## config.mk

```make
export PLATFORM = sky130hd
export DESIGN_NAME = coef_boot_loader
export DESIGN_NICKNAME = d
export VERILOG_FILES = /design/src/rtl/cbl_pkg.sv /design/src/rtl/cbl_sequencer.sv /design/src/rtl/cbl_capture.sv /design/src/rtl/cbl_fen_ctrl.sv /design/src/rtl/coef_boot_loader.sv
export SDC_FILE = /design/constraint.sdc
export NUM_CORES = 1
export LEC_CHECK = 0
export ABC_AREA = 1
export BUFFER_PORTS_ARGS = -buffer_cell sky130_fd_sc_hd__buf_4
export CAP_MARGIN = 15
export CORE_ASPECT_RATIO = 0.8
export CORE_MARGIN = 10
export CORE_UTILIZATION = 35
export CTS_CLUSTER_SIZE = 14
export DETAILED_ROUTE_END_ITERATION = 10
export GPL_TIMING_DRIVEN = 0
export PLACE_DENSITY = 0.62
export RECOVER_POWER = 100
export SLEW_MARGIN = 15
export SYNTH_ARGS = -nofsm -noshare
export SYNTH_HDL_FRONTEND = slang
export SYNTH_SLANG_ARGS = --single-unit
```

## constraint.sdc

```tcl
create_clock -name clk -period 4.2 [get_ports clk]
set_input_delay 0.42 -clock clk [delete_from_list [all_inputs] [get_ports clk]]
set_output_delay 0.42 -clock clk [all_outputs]
set_load 0.005 [all_outputs]
```

## src/rtl/cbl_pkg.sv

```systemverilog
package cbl_pkg;
  typedef enum logic [1:0] {
    SEQ_IDLE = 2'd0,
    SEQ_RUN  = 2'd1,
    SEQ_DONE = 2'd2
  } seq_state_e;

  localparam int SEG_W  = 4;
  localparam int BYTE_W = 8;
endpackage

```

## src/rtl/cbl_sequencer.sv

```systemverilog
module cbl_sequencer
  import cbl_pkg::*;
#(
  parameter int N_COEF   = 16,
  parameter int LO_W     = 8,
  parameter int XFER_CYC = 4
) (
  input  logic             clk,
  input  logic             rst_n,
  input  logic             en,
  input  logic [SEG_W-1:0] last_seg,
  output logic [LO_W-1:0]  addr,
  output logic             ctl,
  output logic [SEG_W-1:0] seg,
  output logic             wen,
  output logic             done
);
  localparam int XW = $clog2(N_COEF + 2);
  localparam int CW = $clog2(XFER_CYC);
  localparam logic [XW-1:0] X_LAST = XW'(N_COEF + 1);
  localparam logic [CW-1:0] C_LAST = CW'(XFER_CYC - 1);
  localparam logic [CW-1:0] C_WEN  = CW'(XFER_CYC / 2);

  seq_state_e       st;
  logic [CW-1:0]    cyc;
  logic [XW-1:0]    xfer;
  logic [SEG_W-1:0] seg_q;
  logic             run;

  always_ff @(posedge clk or negedge rst_n) begin
    if (!rst_n) begin
      st    <= SEQ_IDLE;
      cyc   <= '0;
      xfer  <= '0;
      seg_q <= '0;
    end else begin
      case (st)
        SEQ_IDLE: if (en) st <= SEQ_RUN;
        SEQ_RUN: begin
          if (cyc == C_LAST) begin
            cyc <= '0;
            if (xfer == X_LAST) begin
              xfer <= '0;
              if (seg_q == last_seg) st <= SEQ_DONE;
              else seg_q <= seg_q + SEG_W'(1);
            end else begin
              xfer <= xfer + XW'(1);
            end
          end else begin
            cyc <= cyc + CW'(1);
          end
        end
        default: ;
      endcase
    end
  end

  // The first two slots of a segment are the control bytes; the pad area is skipped.
  always_comb begin
    run  = (st == SEQ_RUN);
    ctl  = run && (xfer < XW'(2));
    if (!run)     addr = '0;
    else if (ctl) addr = LO_W'(xfer);
    else          addr = LO_W'(xfer - XW'(2));
    seg  = run ? seg_q : '0;
    wen  = run && (cyc == C_WEN);
    done = (st == SEQ_DONE);
  end


  addr_hold_chk: assert property (@(posedge clk) disable iff (!rst_n)
    wen |-> $stable({seg, ctl, addr}));

  ctl_addr_chk: assert property (@(posedge clk) disable iff (!rst_n)
    ctl |-> (addr < LO_W'(2)));

  seg_range_chk: assert property (@(posedge clk) disable iff (!rst_n)
    run |-> (seg <= last_seg));

  done_hold_chk: assert property (@(posedge clk) disable iff (!rst_n)
    done |=> (done && !wen));
endmodule

```

## src/rtl/cbl_capture.sv

```systemverilog
module cbl_capture
  import cbl_pkg::*;
#(
  parameter int N_COEF = 16,
  parameter int LO_W   = 8,
  parameter int IW     = 4
) (
  input  logic              clk,
  input  logic              rst_n,
  input  logic              act,
  input  logic [SEG_W-1:0]  my_code,
  input  logic              wen,
  input  logic [SEG_W-1:0]  seg,
  input  logic              ctl,
  input  logic [LO_W-1:0]   addr,
  input  logic [BYTE_W-1:0] data,
  output logic [15:0]       ctrl_word,
  output logic              coef_we,
  output logic [IW-1:0]     coef_idx,
  output logic [BYTE_W-1:0] coef_data,
  output logic              seg_done
);
  localparam logic [LO_W-1:0] A_LAST = LO_W'(N_COEF - 1);

  logic hit;
  assign hit = act && wen && (seg == my_code);

  always_ff @(posedge clk or negedge rst_n) begin
    if (!rst_n) begin
      ctrl_word <= '0;
      coef_we   <= 1'b0;
      coef_idx  <= '0;
      coef_data <= '0;
      seg_done  <= 1'b0;
    end else begin
      coef_we <= 1'b0;
      if (hit && ctl) begin
        if (addr == '0)              ctrl_word[7:0]  <= data;
        else if (addr == LO_W'(1))   ctrl_word[15:8] <= data;
      end
      if (hit && !ctl && (addr <= A_LAST)) begin
        coef_we   <= 1'b1;
        coef_idx  <= IW'(addr);
        coef_data <= data;
        if (addr == A_LAST) seg_done <= 1'b1;
      end
    end
  end


  coef_pulse_chk: assert property (@(posedge clk) disable iff (!rst_n)
    coef_we |-> $past(hit));

  coef_idx_chk: assert property (@(posedge clk) disable iff (!rst_n)
    coef_we |-> (coef_idx <= IW'(N_COEF - 1)));

  seg_done_hold_chk: assert property (@(posedge clk) disable iff (!rst_n)
    seg_done |=> seg_done);
endmodule

```

## src/rtl/cbl_fen_ctrl.sv

```systemverilog
module cbl_fen_ctrl (
  input  logic clk,
  input  logic rst_n,
  input  logic is_master,
  input  logic all_done,
  input  logic own_done,
  input  logic run_req,
  input  logic fen_in,
  output logic fen_out,
  output logic filt_en
);
  logic fen_q;

  always_ff @(posedge clk or negedge rst_n) begin
    if (!rst_n) fen_q <= 1'b0;
    else if (is_master && all_done && run_req) fen_q <= 1'b1;
  end

  assign fen_out = fen_q;
  assign filt_en = is_master ? fen_q : (fen_in && own_done);


  fen_hold_chk: assert property (@(posedge clk) disable iff (!rst_n)
    fen_out |=> fen_out);

  fen_after_done_chk: assert property (@(posedge clk) disable iff (!rst_n)
    $rose(fen_out) |-> $past(all_done && run_req));
endmodule

```

## src/rtl/coef_boot_loader.sv

```systemverilog
module coef_boot_loader
  import cbl_pkg::*;
#(
  parameter int N_COEF   = 16,
  parameter int LO_W     = 8,
  parameter int XFER_CYC = 4,
  parameter int IW       = (N_COEF > 1) ? $clog2(N_COEF) : 1
) (
  input  logic              clk,
  input  logic              rst_n,
  input  logic              boot_src_n,
  input  logic [3:0]        dev_code,
  output logic [LO_W-1:0]   rom_addr,
  output logic              rom_ctl,
  output logic [3:0]        rom_seg,
  output logic              rom_wen,
  input  logic [LO_W-1:0]   bus_addr,
  input  logic              bus_ctl,
  input  logic [3:0]        bus_seg,
  input  logic              bus_wen,
  input  logic [7:0]        rom_data,
  output logic [15:0]       ctrl_word,
  output logic              coef_we,
  output logic [IW-1:0]     coef_idx,
  output logic [7:0]        coef_data,
  output logic              load_done,
  input  logic              run_req,
  input  logic              fen_in,
  output logic              fen_out,
  output logic              filt_en
);
  logic             is_master;
  logic             seq_done;
  logic             cap_done;
  logic             cap_act;
  logic [SEG_W-1:0] cap_code;
  logic [LO_W-1:0]  v_addr;
  logic             v_ctl;
  logic [SEG_W-1:0] v_seg;
  logic             v_wen;

  assign is_master = !boot_src_n;

  cbl_sequencer #(.N_COEF(N_COEF), .LO_W(LO_W), .XFER_CYC(XFER_CYC)) u_seq (
    .clk(clk), .rst_n(rst_n), .en(is_master), .last_seg(dev_code),
    .addr(rom_addr), .ctl(rom_ctl), .seg(rom_seg), .wen(rom_wen), .done(seq_done)
  );

  // The master listens to its own outputs; a slave listens to the shared bus.
  assign v_addr   = is_master ? rom_addr : bus_addr;
  assign v_ctl    = is_master ? rom_ctl  : bus_ctl;
  assign v_seg    = is_master ? rom_seg  : bus_seg;
  assign v_wen    = is_master ? rom_wen  : bus_wen;
  assign cap_code = is_master ? '0 : dev_code;
  assign cap_act  = is_master || (dev_code != '0);

  cbl_capture #(.N_COEF(N_COEF), .LO_W(LO_W), .IW(IW)) u_cap (
    .clk(clk), .rst_n(rst_n), .act(cap_act), .my_code(cap_code),
    .wen(v_wen), .seg(v_seg), .ctl(v_ctl), .addr(v_addr), .data(rom_data),
    .ctrl_word(ctrl_word), .coef_we(coef_we), .coef_idx(coef_idx),
    .coef_data(coef_data), .seg_done(cap_done)
  );

  assign load_done = is_master ? seq_done : cap_done;

  cbl_fen_ctrl u_fen (
    .clk(clk), .rst_n(rst_n), .is_master(is_master), .all_done(seq_done),
    .own_done(cap_done), .run_req(run_req), .fen_in(fen_in),
    .fen_out(fen_out), .filt_en(filt_en)
  );


  slave_quiet_chk: assert property (@(posedge clk) disable iff (!rst_n)
    !is_master |-> (!rom_wen && !rom_ctl && rom_seg == '0 && rom_addr == '0));

  master_seg0_chk: assert property (@(posedge clk) disable iff (!rst_n)
    (is_master && coef_we) |-> $past(rom_seg == '0));
endmodule

```

-- Word-level counts from Yosys, hierarchy flattened
Index checks and enable logic that the tools add are counted.
- bits in registers: 44
- input bits: 31
- logic and storage cells: 73
- add/sub/neg operators: 4
- $lt $le $gt $ge: 2
- equality and inequality tests: 13
- muxes and demuxes: 18
- bitwise operators: 2
- reduce and logical (&&, ||, !) cells: 23
- operators with widths (cell ; number):
    8-bit 2-to-1 mux ; 3
    4-bit 2-to-1 mux ; 3
    1-bit logical AND ; 10
    2-bit 2-to-1 mux ; 5
    4-bit equality test ; 2
    8-bit by 1-bit equality test with 1-bit output, second input constant ; 1
    8-bit by 4-bit equality test with 1-bit output, second input constant ; 1
    8-bit by 4-bit <= comparator with 1-bit output, second input constant ; 1
    8-bit zero test ; 1
    2-bit inequality test, second input constant ; 4
    2-bit equality test, second input constant ; 3
    2-bit AND reduction ; 3
    5-bit by 2-bit subtractor with 6-bit output, second input constant ; 1
    5-bit by 1-bit adder with 5-bit output, second input constant ; 1
    5-bit equality test, second input constant ; 1
    5-bit by 2-bit < comparator with 1-bit output, second input constant ; 1
    1-bit 2-to-1 mux ; 5
    5-bit 2-to-1 mux ; 1
    5-bit AND reduction ; 1
    4-bit by 1-bit adder with 4-bit output, second input constant ; 1
    2-bit one-hot mux with 2 select lines ; 1
    4-bit AND reduction ; 1
    4-bit nonzero test ; 1
    3-bit AND reduction ; 1
    other kinds (7) ; 9

-- Depth between registers and ports, before layout
- word-level depth: 8
- depth in mapped cells: 13
- gate-level depth less buffers: 13

-- Cells and area by module
Synthesis repeated with hierarchy kept, for this count alone.
- cells, all modules: 371
- area total of the unflattened synthesis: 2717.6 um2
- by module, submodules not included (module ; times used ; cells each ; area an instance (um2)):
    cbl_capture ; 1 ; 175 ; 1453.9
    cbl_sequencer ; 1 ; 128 ; 977.2
    coef_boot_loader ; 1 ; 60 ; 232.7
    cbl_fen_ctrl ; 1 ; 8 ; 53.8

-- Least setup slack after synthesis
OpenSTA, ideal clock, no wires.
- path type: flip-flop to flip-flop
- start: reg u_seq.xfer[1]
- end: reg u_cap.ctrl_word[4]
- data arrival time: 1.615 ns
- data required time: 4.135 ns
- path slack: 2.520 ns
- stages on the path, launching flop included: 12
- path buffers: 1
- period minus slack after synthesis: 1.680 ns
- cell sequence: dfrtp_1 -> inv_1 -> ha_1 -> nor3b_1 -> nand3_1 -> nand2_1 -> nand2_1 -> nand2_2 -> nor2_8 -> buf_6 -> nand3_1 -> nand2_1
- longest elaborated chain between the ends: 7
- elaborated cells on any way between the ends: 10
- classes of those cells: 1 x add/sub; 1 x order compare; 4 x mux; 4 x reduce/logical
- ends and longest elaborated chain (what ; line ; text):
    start: declaration ; cbl_sequencer.sv:26 ; logic [XW-1:0] xfer;
    start signal: assignment ; cbl_sequencer.sv:47 ; xfer <= xfer + XW'(1);
    5-bit by 2-bit < comparator with 1-bit output ; cbl_sequencer.sv:61 ; ctl = run && (xfer < XW'(2));
    1-bit logical AND ; cbl_sequencer.sv:61 ;
    8-bit 2-to-1 mux ; cbl_sequencer.sv:63 ; else if (ctl) addr = LO_W'(xfer);
    8-bit 2-to-1 mux ; cbl_sequencer.sv:62 ; if (!run) addr = '0;
    8-bit 2-to-1 mux ; coef_boot_loader.sv:50 ; assign v_addr = is_master ? rom_addr : bus_addr;
    8-bit zero test ; cbl_capture.sv:38 ; if (addr == '0) ctrl_word[7:0] <= data;
    2-bit AND reduction (no line) (*) ; -- ;
    end signal: assignment ; cbl_capture.sv:38 ;
    end: declaration ; cbl_capture.sv:17 ; output logic [15:0] ctrl_word,
Mark *: on every way between the ends. The rest lies on a longest branch, timed or not.
A chain may end at the register's enable or synchronous reset.

-- Worst setup path in the final report
- start: reg u_seq.st[0]
- end: reg u_cap.ctrl_word[4]
- longest elaborated chain between the ends: 7
- elaborated cells on any way between the ends: 16
- classes of those cells: 2 x eq/ne; 7 x mux; 7 x reduce/logical
- ends and longest elaborated chain (what ; line ; text):
    start: declaration ; cbl_sequencer.sv:24 ; seq_state_e st;
    start signal: assignment ; cbl_sequencer.sv:32 ; st <= SEQ_IDLE;
    start signal: assignment ; cbl_sequencer.sv:38 ; SEQ_IDLE: if (en) st <= SEQ_RUN;
    start signal: assignment ; cbl_sequencer.sv:44 ; if (seg_q == last_seg) st <= SEQ_DONE;
    2-bit by 1-bit equality test with 1-bit output (*) ; cbl_sequencer.sv:60 ; run = (st == SEQ_RUN);
    1-bit logical AND (tied with other cells) ; cbl_sequencer.sv:61 ;
    8-bit 2-to-1 mux (tied with other cells) ; cbl_sequencer.sv:63 ;
    8-bit 2-to-1 mux (tied with other cells) ; cbl_sequencer.sv:62 ;
    8-bit 2-to-1 mux or 1-bit logical AND (tied branches) ; coef_boot_loader.sv:50, cbl_capture.sv:26 ;
    8-bit zero test or 1-bit logical AND (tied branches) ; cbl_capture.sv:38, cbl_capture.sv:37 ;
    2-bit AND reduction (no line) (*) ; -- ;
Marks and branches as above.

==> key figures <==
Run status
  • Status: complete, but fails checks
  • Violated checks: max-capacitance violations, max-slew violations

Clock network
  • Number of clock sinks: 44
  • CTS clock-pin slew for the worst setup and hold paths: 0.09 ns
  • Post-CTS Hold Fix Bufs: 0
  • Post-cts resize count: 0
  • CTS tree: done
  • CTS max path bufs: 2
  • CTS Buf Count: 5
  • Post-CTS setup buffer count: 0
  • Clock Root Buffer: clkbuf_8
  • Clock Latency Late Sink: roughly 0.29 ns
  • H-tree depth: 2

Layout
  • Nets: 421
  • Fin util: approximately 47%
  • Fill count: 674
  • Synth-to-layout area growth: 28.58%
  • Share of cells above drive strength 1: between 20% and 30%
  • Diode count: 0

Global route
  • Largest net degree at the start of global routing: 45
  • Initial antenna violation count: 0
  • Gr ovfl total: 0
  • Gr usage total: 12.33%
  • First-pass GRT wire length: 10.72 mm
  • Vias in the first global route: 2139

Worst setup path
  • Reg2reg start: u_seq.st[0]
  • Crit start category: flip-flop
  • WS Path Type: reg -> reg
  • Reg2reg end: u_cap.ctrl_word[4]
  • Crit path cell chain: nand2_1 -> clkbuf_1 -> nor2_1 -> o21ai_0 -> inv_1 -> nor2_1 -> nand2_4 -> nand2_1 -> nand2_1
  • Critical Path End Type: flip-flop
  • Critical Path RT: 4.38 ns
  • R2r setup slk: about 1.6 ns
  • Worst path slowest cell: nor2_1
  • Critical Path AT: 2.82 ns
  • Worst path max stage delay: 0.61 ns
  • Critical path fanouts, max: 10
  • Worst setup endpoint: u_cap.ctrl_word[4]
  • Worst setup path startpoint: u_seq.st[0]
  • Most frequent CP cell: nand2_1
  • Reg2Reg Depth: 9

Placement
  • PortBufs: 76
  • Placer's final routability congestion estimate: 0.8260
  • Post-DP HPWL: slightly above 5 mm

Logic synthesis
  • Sequential fraction of the synthesis area: 46.32%
  • Simple-gate share of the synthesized area: 34.84%
  • Cell taking the most area after synthesis: dfrtp_1
  • Avg Cell Area, Syn: 7.924 um2
  • Distinct cell type count after synthesis: 30
  • Synth top area cells: dfrtp_1, nand2_1, nand3_1
  • Synth Area in XOR/XNOR: 2.579%
  • Syn Nets: 338
  • Cells after synthesis: 300
  • Yosys reg bits: 44
  • Area share of the largest cell type after synthesis: 46.32%
  • Compound-Gate Fraction of Synth Area: about 4.6%
  • Post-synthesis mux area share: 0%
  • Largest family of logic cells by synthesized area: simple AND/OR/NAND/NOR gates
  • Adder-Cell Fraction of Synth Area: 3.684%
  • Cell Area, Synth: 2377 um2
  • Yosys Warn Count: 0

STA
  • FMAX: 379.9 MHz
  • Fin. max-slew vios: 45
  • Slew headroom: -62.24%
  • Part of the cycle the worst path needs: 62.68%
  • Setup TNS: 0 ns
  • Final hold viol count: 0
  • Clock skew: ~0.0063 ns
  • RSZ-0062 raised after global routing: no
  • Final min period: 2.632 ns
  • Slew @ Worst Pin: 2.434 ns
  • Final Setup Violations: 0

Pwr
  • Comb pwr share: 13.3%
  • Peak VDD IR: 0.0001463 V
  • Sw Pwr: 215.6 uW
  • Total Power: 847.0 uW
  • Register share of total power: 53.5%
  • Pwr/cell area: 277.1 nW/um2
  • Clock power share: 33.3%
  • LEAKAGE: ~0.0017 uW
  • Int Power: 631.4 uW
  • Switching Fraction: 25.46%

Route
  • Drt total wl: 6.644 mm
  • Number of remaining DRC errors: 0
  • Via density: 4.521
  • DRT iter0 DRCs: 82
  • DR pass1 iterations: 4
  • Antenna viol nets, final: 0
  • WL/cell: around 14 um
  • Vias: 2116

Floorplan
  • I/O Pins: between 70 and 80
  • Die Y: between 90 and 100 um
  • Die width: 112.1 um
  • Initial core utilization: between 30% and 40%
  • Core area: 6506 um2
  • Die ar.: 10510 um2
  • # rows: 26

Run
  • Max Cap Viol: 1

Min path
  • HP Class: in -> reg
registers in the layout (all words and copies together) (netlist names):
signal / count
u_cap.ctrl_word: 16
u_cap.coef_data: 8
u_seq.xfer: 5
u_cap.coef_idx: 4
u_seq.seg_q: 4
u_seq.cyc: 2
u_seq.st: 2
u_cap.coef_we: 1
u_cap.seg_done: 1
u_fen.fen_out: 1
cell usage in the layout (no fill, tap or decap), drive strengths merged:
cell type	n
a21oi	4
a31oi	1
buf	35
clkbuf	55
clkinvlp	1
dfrtp	44
ha	7
inv	35
nand2	108
nand2b	1
nand3	29
nand4	4
nor2	27
nor3	5
nor3b	3
o21ai	15
or2	3
xnor2	4
xor2	3
layer usage:
metal / GRT usage (%) / routed length [um]
met5: 0 / 0
met4: 3.165 / 40
met3: 3.384 / 298
met2: 19.65 / 3026
met1: 16.13 / 3278
power groups by stage:
stage | Combinational (uW) | Clock [uW] | Sequential (uW)
6_report | 112 | 282 | 453
2_1_floorplan | 42.1 | 0 | 462
4_1_cts | 124 | 295 | 454
5_1_grt | 127 | 307 | 456
3_5_place_dp | 123 | 0 | 462
3_3_place_gp | 121 | 0 | 461
layout make-up:
type | count | area, um2 | share of cell area, %
Inverter | 35 | 131.4 | 4.298
Multi-Input combinational cell | 214 | 1046 | 34.22
Sequential cell | 44 | 1101 | 36.02
Timing Repair Buffer | 76 | 536.8 | 17.56
Clock buffer | 7 | 86.33 | 2.824
Tap cell | 84 | 105.1 | 3.438
Clock inverter | 1 | 7.507 | 0.2456
Buffer | 7 | 42.54 | 1.392
cell families after synthesis:
family | count (synthesis)
and+or+nand+nor | 180
DFF | 44
buffers and inverters | 42
AOI/OAI and AO/OA | 20
xor gates and xnor gates | 7
adders and majority gates | 7
worst max-delay path, delay by kind of cell (launching register included):
kind | cells | cell delay, ns
and+or+nand+nor | 6 | 1.20
buffers and inverters | 2 | 0.47
AOI/OAI and AO/OA | 1 | 0.44
DFF | 1 | 0.40
cells in the mapped netlist:
| cell type | n |
|---|---|
| a21oi_1 | 3 |
| a21oi_2 | 1 |
| a31oi_1 | 1 |
| buf_2 | 2 |
| buf_4 | 2 |
| buf_6 | 3 |
| dfrtp_1 | 44 |
| ha_1 | 7 |
| inv_1 | 34 |
| inv_2 | 1 |
| nand2_1 | 101 |
| nand2_2 | 4 |
| nand2_4 | 3 |
| nand2b_1 | 1 |
| nand3_1 | 29 |
| nand4_1 | 4 |
| nor2_1 | 22 |
| nor2_2 | 1 |
| nor2_4 | 3 |
| nor2_8 | 1 |
| nor3_1 | 4 |
| nor3_2 | 1 |
| nor3b_1 | 3 |
| o21ai_0 | 13 |
| o21ai_1 | 1 |
| o21ai_2 | 1 |
| or2_0 | 1 |
| or2_2 | 2 |
| xnor2_1 | 4 |
| xor2_1 | 3 |
through the flow:
step                instance area, um2  hold WS, ns  cells  setup WS [ns]
finish                            3057       0.3495    468          1.568
floorplan                         2377       0.1244    300          2.520
CTS                               3147       0.1438    468          2.032
global route                      3057       0.3448    468          1.168
detailed placement                3053       0.4605    460          2.186
global placement                  3053       0.4567    460          2.233
how the worst min path moves through the flow:
stage,slack (ns),cells after the start,endpoint,start
floorplan,0.12,0,u_cap.coef_data[0],rst_n
global placement,0.46,1,u_cap.coef_data[0],rst_n
global route,0.34,3,u_cap.coef_data[1],rom_data[1]
finish,0.35,3,u_cap.coef_data[1],rom_data[1]
detailed placement,0.46,1,u_cap.coef_data[0],rst_n
CTS,0.14,1,u_seq.cyc[1],rst_n
Note: power is estimated with default switching activity, not from simulation.
